--- config.mk ---
export PLATFORM = sky130hd
export DESIGN_NAME = hsp_port
export DESIGN_NICKNAME = d
export VERILOG_FILES = /design/src/rtl/hsp_pkg.sv /design/src/rtl/hsp_host_fsm.sv /design/src/rtl/hsp_regs.sv /design/src/rtl/hsp_port.sv
export SDC_FILE = /design/constraint.sdc
export NUM_CORES = 1
export LEC_CHECK = 0
export ABC_CLOCK_PERIOD_IN_PS = 1300
export BUFFER_PORTS_ARGS = -buffer_cell sky130_fd_sc_hd__buf_2
export CAP_MARGIN = 25
export CORE_MARGIN = 2
export CORE_UTILIZATION = 45
export CTS_CLUSTER_DIAMETER = 50
export DETAILED_ROUTE_END_ITERATION = 12
export PLACE_DENSITY = 0.83
export SLEW_MARGIN = 15
export SYNTH_ARGS = -nofsm -noshare
export SYNTH_HDL_FRONTEND = slang
export SYNTH_SLANG_ARGS = --single-unit
--- constraint.sdc ---
create_clock -name clk -period 1.3 [get_ports clk]
set_input_delay 0.26 -clock clk [delete_from_list [all_inputs] [get_ports clk]]
set_output_delay 0.26 -clock clk [all_outputs]
set_load 0.01 [all_outputs]
--- src/rtl/hsp_pkg.sv ---
package hsp_pkg;
    localparam int DW   = 8;
    localparam int AW   = 2;
    localparam int STW  = DW - 4;

    typedef enum logic [1:0] {
        H_IDLE    = 2'd0,
        H_WRITE   = 2'd1,
        H_RD_DATA = 2'd2,
        H_RD_STAT = 2'd3
    } hst_t;

    localparam logic [AW-1:0] LA_BUF  = 2'd0;
    localparam logic [AW-1:0] LA_STAT = 2'd1;
    localparam logic [AW-1:0] LA_CTRL = 2'd2;

    localparam int CB_EN  = 0;
    localparam int CB_DMA = 1;
    localparam int CB_IBI = 2;
endpackage

--- src/rtl/hsp_host_fsm.sv ---
module hsp_host_fsm
    import hsp_pkg::*;
(
    input  logic clk,
    input  logic rst_n,
    input  logic sel,
    input  logic hrd_n,
    input  logic hwr_n,
    input  logic ha0,
    output logic cap,
    output logic rd_done
);
    hst_t state_q, state_d;

    always_ff @(posedge clk or negedge rst_n) begin
        if (!rst_n) state_q <= H_IDLE;
        else        state_q <= state_d;
    end

    always_comb begin
        state_d = state_q;
        unique case (state_q)
            H_IDLE: begin
                if (sel && !hwr_n)      state_d = H_WRITE;
                else if (sel && !hrd_n) state_d = ha0 ? H_RD_STAT : H_RD_DATA;
            end
            H_WRITE:   if (hwr_n || !sel) state_d = H_IDLE;
            H_RD_DATA: if (hrd_n || !sel) state_d = H_IDLE;
            H_RD_STAT: if (hrd_n || !sel) state_d = H_IDLE;
        endcase
    end

    always_comb begin
        cap     = 1'b0;
        rd_done = 1'b0;
        unique case (state_q)
            H_IDLE:    cap     = sel && !hwr_n;
            H_RD_DATA: rd_done = hrd_n || !sel;
            default: ;
        endcase
    end

    // one capture per strobe: a capture is never followed by another capture
    assert_single_cap_R2: assert property (@(posedge clk) disable iff (!rst_n)
        cap |=> !cap);
endmodule

--- src/rtl/hsp_regs.sv ---
module hsp_regs
    import hsp_pkg::*;
(
    input  logic          clk,
    input  logic          rst_n,
    input  logic          cap,
    input  logic          rd_done,
    input  logic          tag_in,
    input  logic [DW-1:0] hdin,
    input  logic          lwr_en,
    input  logic          lrd_en,
    input  logic [AW-1:0] laddr,
    input  logic [DW-1:0] lwdata,
    output logic [DW-1:0] lrdata,
    output logic [DW-1:0] status,
    output logic [DW-1:0] outbuf,
    output logic          ibf,
    output logic          obf,
    output logic          en,
    output logic          dma_en,
    output logic          ibi_en
);
    logic [DW-1:0]  inbuf_q;
    logic [STW-1:0] gp_q;
    logic           tag_q, f0_q;

    logic lw_buf, lw_stat, lw_ctrl, lr_buf;
    assign lw_buf  = lwr_en && (laddr == LA_BUF);
    assign lw_stat = lwr_en && (laddr == LA_STAT);
    assign lw_ctrl = lwr_en && (laddr == LA_CTRL);
    assign lr_buf  = lrd_en && (laddr == LA_BUF);

    always_ff @(posedge clk or negedge rst_n) begin
        if (!rst_n) begin
            inbuf_q <= '0;
            tag_q   <= 1'b0;
            ibf     <= 1'b0;
        end else if (cap) begin
            inbuf_q <= hdin;
            tag_q   <= tag_in;
            ibf     <= 1'b1;
        end else if (lr_buf) begin
            ibf     <= 1'b0;
        end
    end

    always_ff @(posedge clk or negedge rst_n) begin
        if (!rst_n) begin
            outbuf <= '0;
            obf    <= 1'b0;
        end else if (lw_buf) begin
            outbuf <= lwdata;
            obf    <= 1'b1;
        end else if (rd_done) begin
            obf    <= 1'b0;
        end
    end

    always_ff @(posedge clk or negedge rst_n) begin
        if (!rst_n) begin
            gp_q <= '0;
            f0_q <= 1'b0;
        end else if (lw_stat) begin
            gp_q <= lwdata[DW-1:4];
            f0_q <= lwdata[2];
        end
    end

    always_ff @(posedge clk or negedge rst_n) begin
        if (!rst_n) begin
            en     <= 1'b0;
            dma_en <= 1'b0;
            ibi_en <= 1'b0;
        end else if (lw_ctrl) begin
            en <= lwdata[CB_EN];
            if (en) begin
                dma_en <= lwdata[CB_DMA];
                ibi_en <= lwdata[CB_IBI];
            end
        end
    end

    assign status = {gp_q, tag_q, f0_q, ibf, obf};

    always_comb begin
        unique case (laddr)
            LA_BUF:  lrdata = inbuf_q;
            LA_STAT: lrdata = status;
            LA_CTRL: lrdata = {{(DW-3){1'b0}}, ibi_en, dma_en, en};
            default: lrdata = '0;
        endcase
    end

    assert_ibf_set_R2: assert property (@(posedge clk) disable iff (!rst_n)
        cap |=> ibf);
    assert_tag_R3: assert property (@(posedge clk) disable iff (!rst_n)
        cap |=> (status[3] == $past(tag_in)));
    assert_ibf_clr_R4: assert property (@(posedge clk) disable iff (!rst_n)
        (lr_buf && !cap) |=> !ibf);
    assert_obf_clr_R5: assert property (@(posedge clk) disable iff (!rst_n)
        (rd_done && !lw_buf) |=> !obf);
    assert_ctrl_lock_R9: assert property (@(posedge clk) disable iff (!rst_n)
        (lw_ctrl && !en) |=> ($stable(dma_en) && $stable(ibi_en)));
    assert_ibf_keep_R11: assert property (@(posedge clk) disable iff (!rst_n)
        (cap && lr_buf) |=> ibf);
endmodule

--- src/rtl/hsp_port.sv ---
module hsp_port
    import hsp_pkg::*;
(
    input  logic          clk,
    input  logic          rst_n,
    input  logic          hcs_n,
    input  logic          hrd_n,
    input  logic          hwr_n,
    input  logic          ha0,
    input  logic          hdack_n,
    input  logic [DW-1:0] hdin,
    output logic [DW-1:0] hdout,
    output logic          hdrq,
    output logic          hibf,
    output logic          hobf,
    input  logic          lwr_en,
    input  logic          lrd_en,
    input  logic [AW-1:0] laddr,
    input  logic [DW-1:0] lwdata,
    output logic [DW-1:0] lrdata,
    output logic          lirq
);
    logic          sel, cap, rd_done;
    logic [DW-1:0] status, outbuf;
    logic          ibf, obf, en, dma_en, ibi_en;

    assign sel = en && (!hcs_n || (dma_en && !hdack_n));

    hsp_host_fsm u_fsm (
        .clk     (clk),
        .rst_n   (rst_n),
        .sel     (sel),
        .hrd_n   (hrd_n),
        .hwr_n   (hwr_n),
        .ha0     (ha0),
        .cap     (cap),
        .rd_done (rd_done)
    );

    hsp_regs u_regs (
        .clk     (clk),
        .rst_n   (rst_n),
        .cap     (cap),
        .rd_done (rd_done),
        .tag_in  (ha0),
        .hdin    (hdin),
        .lwr_en  (lwr_en),
        .lrd_en  (lrd_en),
        .laddr   (laddr),
        .lwdata  (lwdata),
        .lrdata  (lrdata),
        .status  (status),
        .outbuf  (outbuf),
        .ibf     (ibf),
        .obf     (obf),
        .en      (en),
        .dma_en  (dma_en),
        .ibi_en  (ibi_en)
    );

    assign hdout = ha0 ? status : outbuf;
    assign hibf  = ibf;
    assign hobf  = obf;
    assign hdrq  = en && dma_en && obf;
    assign lirq  = ibf && ibi_en;

    assert_drq_R7: assert property (@(posedge clk) disable iff (!rst_n)
        hdrq |-> hobf);
    assert_irq_R8: assert property (@(posedge clk) disable iff (!rst_n)
        lirq |-> hibf);
    assert_idle_R10: assert property (@(posedge clk) disable iff (!rst_n)
        !en |=> $stable(hibf));
endmodule

==> key figures, run 1 <==
Synthesis
  • Synth Area per Inst: 12.71 um2
  • Number of synthesized flops with an enable pin: 0
  • Post-Syn Nets: 139
  • Synthesized area: 0.001424 mm2
  • Cell variety after synth: 22
  • Sequential area share after synthesis: 0.5097
  • Synth top area cells: dfrtp_1 51%, mux2_2 26%, mux2i_1 5.6%
  • Top cell type's share of synthesized area: 0.5097
  • Mapped Cells: 112
  • Main synth FF type: dfrtp_1
  • YS warnings: 0
  • Post-synthesis async set-or-reset flop share: 1.000
  • #FFs+latches synth: 29
  • Count leader, synth: mux2_2
  • Largest area contributor in the netlist: dfrtp_1
  • Commonest cells post-synth: 33 x mux2_2, 29 x dfrtp_1, 8 x mux2i_1, 7 x nor2_1, 6 x o21ai_0

Detailed routing
  • DRT antenna net count: 0
  • Via count: 1148
  • Drt total wl: 3.549 mm
  • DR pass1 iterations: 4
  • DR WL/cell: 15.84 um
  • Initial DRC Count: 26
  • Avg Vias per Cell: 5.125
  • DRC violations left: 0

Critical path
  • Crit path depth: 4
  • Crit-path slowest cell: dfrtp_1
  • Critical Path RT: 1.04 ns
  • Critical path capture point type: primary output
  • CP Buf/Inv Count: 2
  • CP top delay family: flip-flops
  • Reg-to-reg critical path startpoint: u_fsm.state_q[1]$_DFFE_PN0P_
  • CP max stage delay: 0.41 ns
  • Worst R2R Path Depth: 4
  • Critical Path Source: u_regs.en$_DFFE_PN0P_
  • WP data arrival: 1.20 ns
  • Largest fanout on the critical path: 4
  • Setup Crit Path Kind: reg -> out
  • Startpoint Class: register
  • Worst path cell trace: buf_6 -> mux2i_1 -> o21ai_1 -> buf_2

Clock tree
  • TritonCTS clock tree: built
  • H-tree depth: 2
  • Clock-pin slew on the worst setup and hold paths: 0.09 ns
  • Clk sinks: 29
  • Clock Tree Buf Depth: 2
  • Clk_lat worst skew: 0.32 ns
  • Num CTS Buffers: 5
  • Clock root cell: clkbuf_4

Global route
  • Remaining Overflow, GRT: 0
  • Global-route wire length before repair: 5.637 mm
  • Antenna violations before repair: 0
  • Largest net degree at the start of global routing: 30
  • Total Routing Usage GR: 0.2157
  • Vias in the first global route: 1200

Die
  • Initial Util: 0.4702
  • Core ar.: 0.003028 mm2
  • Die Y: 60.25 um
  • Die ar.: 0.003630 mm2
  • Top-Level Pins: 47
  • Placement Rows: 20
  • Die X: 60.25 um

Final layout
  • Cell Count, Final, Fillers Out: 224
  • Core Util, Final: 0.6682
  • Share of layout cells above drive strength 1: 0.6000
  • Fin nets: 207
  • Area of the multi-input gates: 733.2 um2
  • Antenna cell count: 0
  • Sequential standard cell area: 726.9 um2
  • Area grow syn2layout: 42.09%
  • Number of fill cells in the layout: 246

Status
  • Status: finished with violations
  • Failing checks: negative setup slack

Timing
  • Worst slew pin tran: 0.6661 ns
  • Period utilization: 1.125
  • Final Slew Violations: 0
  • Skew final: 0.005574 ns
  • Fin crit period: 1.462 ns
  • RSZ-0062 raised after global routing: true
  • Worst setup margin: -0.1620 ns
  • Hold Fails Final Rpt: 0
  • Slew HR: 0.5559
  • Max Clk Rate: 684.0 MHz
  • Setup TNS: -2.012 ns
  • Final setup fails: 27

Power
  • Power per cell area: 1530 mW/mm2
  • VDD IR-drop max: 879.2 uV
  • P_leak: 1.011 nW
  • Total power: 3.096 mW

Placement
  • GP Congestion: 0.8325
  • Place WS: -0.2773 ns
  • Buffers added on ports: 46
  • Placed instance count: 208
  • Dpl hpwl: 2.404 mm

Min path
  • Worst min path class: in -> reg
  • Hold depth: 2
  • Min-delay src: hrd_n

Flow run
  • Max-cap violation count: 0
[where the power goes]
| group | switching [mW] | internal [mW] |
|---|---|---|
| clock | 0.302 | 0.255 |
| sequential | 0.192 | 1.16 |
| combinational | 0.433 | 0.752 |
| total | 0.927 | 2.17 |
[through the flow]
| step | hold WS [ns] | cell area, um2 |
|---|---|---|
| 3_3_place_gp | 0.3036 | 1758 |
| 6_report | 0.1413 | 2023 |
| 4_1_cts | 0.1210 | 2001 |
| 3_5_place_dp | 0.3226 | 1758 |
| 5_1_grt | 0.1254 | 2023 |
| 2_1_floorplan | -0.03559 | 1424 |
[routing by layer]
layer	part of all wire	track usage
met4	0.0079	0.08571
met1	0.43	0.2582
met5	0	0
met3	0.055	0.05195
met2	0.51	0.3696
[final timing paths]
path	to	slack [ns]
max	lrdata[0]	-0.16
min	u_fsm.state_q[1]$_DFFE_PN0P_	0.14
max reg2reg	u_regs.inbuf_q[4]$_DFFE_PN0P_	-0.08
min reg2reg	u_regs.outbuf[7]$_DFFE_PN0P_	0.52
max in group asynchronous	u_regs.obf$_DFFE_PN0P_	0.33
min in group asynchronous	u_regs.outbuf[1]$_DFFE_PN0P_	0.50
[cell families (layout without fill, tap and decap cells)]
group                  after synthesis  after routing  synth area share
buffers and inverters                6             74           0.02372
AO/OA/AOI/OAI                       11             11           0.04394
AND/OR/NAND/NOR                     25             25            0.1055
flip-flops                          29             29            0.5097
multiplexers                        41             41            0.3172
[sequential cells by signal, summed over array words and instances (netlist names)]
signal and count:
u_regs.en 1, u_regs.f0_q 1, u_regs.inbuf_q 8, u_regs.outbuf 8, u_regs.dma_en 1, u_regs.ibf 1
u_regs.tag_q 1, u_fsm.state_q 2, u_regs.ibi_en 1, u_regs.obf 1, u_regs.gp_q 4
[cell usage in the layout (no fill, tap or decap), types with 4 or more instances in the layout]
master	n
buf_2	38
o21ai_0	4
mux2_2	16
mux2i_1	8
nand2_1	5
dfrtp_1	28
buf_6	10
nor2_1	7
clkbuf_4	5
buf_4	15
mux2_4	17
[repair_timing]
action                                  CTS  global route
pin swaps                                 1             1
endpoints found under the hold margin    29             0
endpoints found under the setup margin   27            27
resized for setup                        32             0
setup buffers                             5             3
hold buffers                              1             0
[worst register-to-register path, stage by stage, from the launching register on]
cell and delay, ns:
dfrtp_1 0.40, nor3_2 0.18, o211a_2 0.23, buf_12 0.15, mux2_4 0.31
[area by class of cell]
cell class                      count  area share
Clock buffer                        7     0.02721
Sequential cell                    29      0.3593
Inverter                            2    0.003711
Tap cell                           44     0.02721
Timing Repair Buffer               65      0.2202
Multi-Input combinational cell     77      0.3624
No activity file was read; power rests on OpenSTA's default activity.
==> run 2: changes to the inputs <==
- PLACE_DENSITY: 0.83 -> not set
- PLACE_DENSITY_LB_ADDON: not set -> 0.2
==> key figures, run 2 (same netlist as run 1, synthesis figures left out) <==
Final layout
  • Finished Cell Area: 0.002097 mm2 (was 0.002023 mm2)
  • Cell Count, Final, Fillers Out: 228 (was 224)
  • Biggest regs: u_regs.inbuf_q (8), u_regs.outbuf (8), u_regs.gp_q (4) (unchanged)
  • Share of layout cells above drive strength 1: 0.6141 (was 0.6000)
  • Fin nets: 211 (was 207)
  • Antenna cell count: 0 (unchanged)
  • Commonest non-fill, non-tap cell in the layout: buf_2 (unchanged)
  • Area grow syn2layout: 47.28% (was 42.09%)
  • Sequential standard cell area: 726.9 um2 (unchanged)
  • Area of the multi-input gates: 752.0 um2 (was 733.2 um2)
  • Most frequent cells in the layout: 36 x buf_2, 28 x dfrtp_1, 20 x mux2_2, 15 x buf_4, 14 x buf_6 (was 38 x buf_2, 28 x dfrtp_1, 17 x mux2_4, 16 x mux2_2, 15 x buf_4)
  • Number of fill cells in the layout: 242 (was 246)

Global route
  • Largest net degree at the start of global routing: 18 (was 30)
  • Total Routing Usage GR: 0.2094 (was 0.2157)
  • Antenna violations before repair: 0 (unchanged)
  • Remaining Overflow, GRT: 0 (unchanged)
  • Vias in the first global route: 1171 (was 1200)
  • Global-route wire length before repair: 5.375 mm (was 5.637 mm)

Placement
  • Placed inst area: 0.001805 mm2 (was 0.001758 mm2)
  • Buffers added on ports: 46 (unchanged)
  • Placed instance count: 211 (was 208)
  • Dpl hpwl: 2.494 mm (was 2.404 mm)
  • GP Congestion: 0.7811 (was 0.8325)
  • Place WS: -0.2228 ns (was -0.2773 ns)

Detailed routing
  • DRC violations left: 0 (unchanged)
  • Via count: 1172 (was 1148)
  • Initial DRC Count: 30 (was 26)
  • DR pass1 iterations: 6 (was 4)
  • DRT antenna net count: 0 (unchanged)
  • Post-Route M1 WL: 1.560 mm (was 1.519 mm)
  • Drt total wl: 3.650 mm (was 3.549 mm)
  • DR WL met3: 211 um (was 196 um)
  • Met2 wire len: 1.846 mm (was 1.804 mm)
  • DR WL/cell: 16.01 um (was 15.84 um)
  • Max Used Layer: met4 (unchanged)
  • Avg Vias per Cell: 5.140 (was 5.125)

Power
  • Power per cell area: 1495 mW/mm2 (was 1530 mW/mm2)
  • P_leak: 1.039 nW (was 1.011 nW)
  • VDD IR-drop max: 821.6 uV (was 879.2 uV)

Timing
  • Worst setup margin: -0.1386 ns (was -0.1620 ns)
  • Final setup fails: 29 (was 27)
  • Final Slew Violations: 0 (unchanged)
  • Min Hold Slack: 0.1441 ns (was 0.1413 ns)
  • Worst slew pin tran: 0.3419 ns (was 0.6661 ns)
  • Slew HR: 0.7720 (was 0.5559)
  • Max Clk Rate: 695.1 MHz (was 684.0 MHz)
  • Skew final: 0.01032 ns (was 0.005574 ns)
  • Period utilization: 1.107 (was 1.125)
  • Fin crit period: 1.439 ns (was 1.462 ns)
  • Hold Fails Final Rpt: 0 (unchanged)
  • RSZ-0062 raised after global routing: true (unchanged)

Die
  • Core ar.: 0.003028 mm2 (unchanged)
  • Die X: 60.25 um (unchanged)
  • Die ar.: 0.003630 mm2 (unchanged)
  • Die Y: 60.25 um (unchanged)
  • Top-Level Pins: 47 (unchanged)
  • Initial Util: 0.4702 (unchanged)
  • Placement Rows: 20 (unchanged)

Critical path
  • Worst R2R Path Depth: 5 (was 4)
  • R2r endpoint: u_regs.ibi_en$_DFFE_PN0P_ (was u_regs.inbuf_q[4]$_DFFE_PN0P_)
  • Critical path capture point type: primary output (unchanged)
  • Worst Setup EP: lrdata[1] (was lrdata[0])
  • R2r setup slk: -0.06 ns (was -0.08 ns)
  • WP data arrival: 1.18 ns (was 1.20 ns)
  • Startpoint Class: register (unchanged)
  • Setup Crit Path Kind: reg -> out (unchanged)
  • Critical Path Source: u_regs.dma_en$_DFFE_PN0P_ (was u_regs.en$_DFFE_PN0P_)
  • Largest fanout on the critical path: 3 (was 4)
  • Critical Path RT: 1.04 ns (about the same)
  • Reg-to-reg critical path startpoint: u_regs.en$_DFFE_PN0P_ (was u_fsm.state_q[1]$_DFFE_PN0P_)

Clock tree
  • Clock Tree Buf Depth: 2 (unchanged)
  • Num CTS Buffers: 5 (unchanged)
  • Clk_lat worst skew: 0.33 ns (was 0.32 ns)
  • TritonCTS clock tree: built (unchanged)
  • Clock root cell: clkbuf_4 (unchanged)
  • Clock-pin slew on the worst setup and hold paths: 0.09 ns (about the same)
  • Clk sinks: 29 (unchanged)
  • H-tree depth: 2 (unchanged)

Min path
  • Hold depth: 2 (unchanged)
  • Worst min path class: in -> reg (unchanged)

Status
  • Failing checks: negative setup slack (unchanged)
  • Status: finished with violations (unchanged)

Flow run
  • Max-cap violation count: 0 (unchanged)
-- run 2: report_power, final --
part	total [mW]	switching, mW	internal, mW	leakage (nW)
Clock	0.558	0.303	0.255	0.0314
Sequential	1.34	0.181	1.16	0.344
Combinational	1.24	0.455	0.780	0.664
Total	3.14	0.940	2.20	1.04
-- run 2: worst min path at each step --
stage	from	to
after detailed placement	rst_n	u_regs.dma_en$_DFFE_PN0P_
final	hrd_n	u_fsm.state_q[1]$_DFFE_PN0P_
after floorplan	rst_n	u_fsm.state_q[0]$_DFFE_PN0P_
after CTS	hrd_n	u_fsm.state_q[1]$_DFFE_PN0P_
after global placement	rst_n	u_regs.dma_en$_DFFE_PN0P_
after global routing	hrd_n	u_fsm.state_q[1]$_DFFE_PN0P_
-- run 2: area by class of cell --
type | instances | share of cell area
clock buffer | 7 | 0.02625
timing repair buffer | 68 | 0.2387
inverter | 2 | 0.003580
multi-input combinational | 78 | 0.3586
sequential | 29 | 0.3467
tap | 44 | 0.02625
-- run 2: repair_timing --
| action | in CTS | in global routing |
|---|---|---|
| setup buffers | 3 | 5 |
| resized for setup | 25 | 12 |
| hold endpoints to repair | 12 | 0 |
| setup endpoints to repair | 27 | 28 |
| hold buffers | 1 | 0 |
| pin swaps | 2 | 2 |
| gates cloned | 0 | 1 |
-- run 2: per-stage QoR --
stage	utilization	power [mW]	TNS (ns)
6_report	0.6926	3.136	-1.813
5_1_grt	0.6926	3.321	-3.055
4_1_cts	0.6591	3.001	-2.645
3_5_place_dp	0.5963	2.227	-2.179
3_3_place_gp	0.5963	2.175	-1.768
2_1_floorplan	-	1.849	0
-- run 2: routing by layer --
layer / vias to the layer above / track usage
li1: 544 / -
met1: 585 / 0.2572
met2: 39 / 0.3463
met3: 4 / 0.05195
met4: 0 / 0.09206
met5: - / 0
-- run 2: worst max-delay path, stage by stage (launching register included) --
cell     delay (ns)
dfrtp_1        0.40
buf_6          0.12
mux2i_1        0.13
o21ai_1        0.06
buf_2          0.14
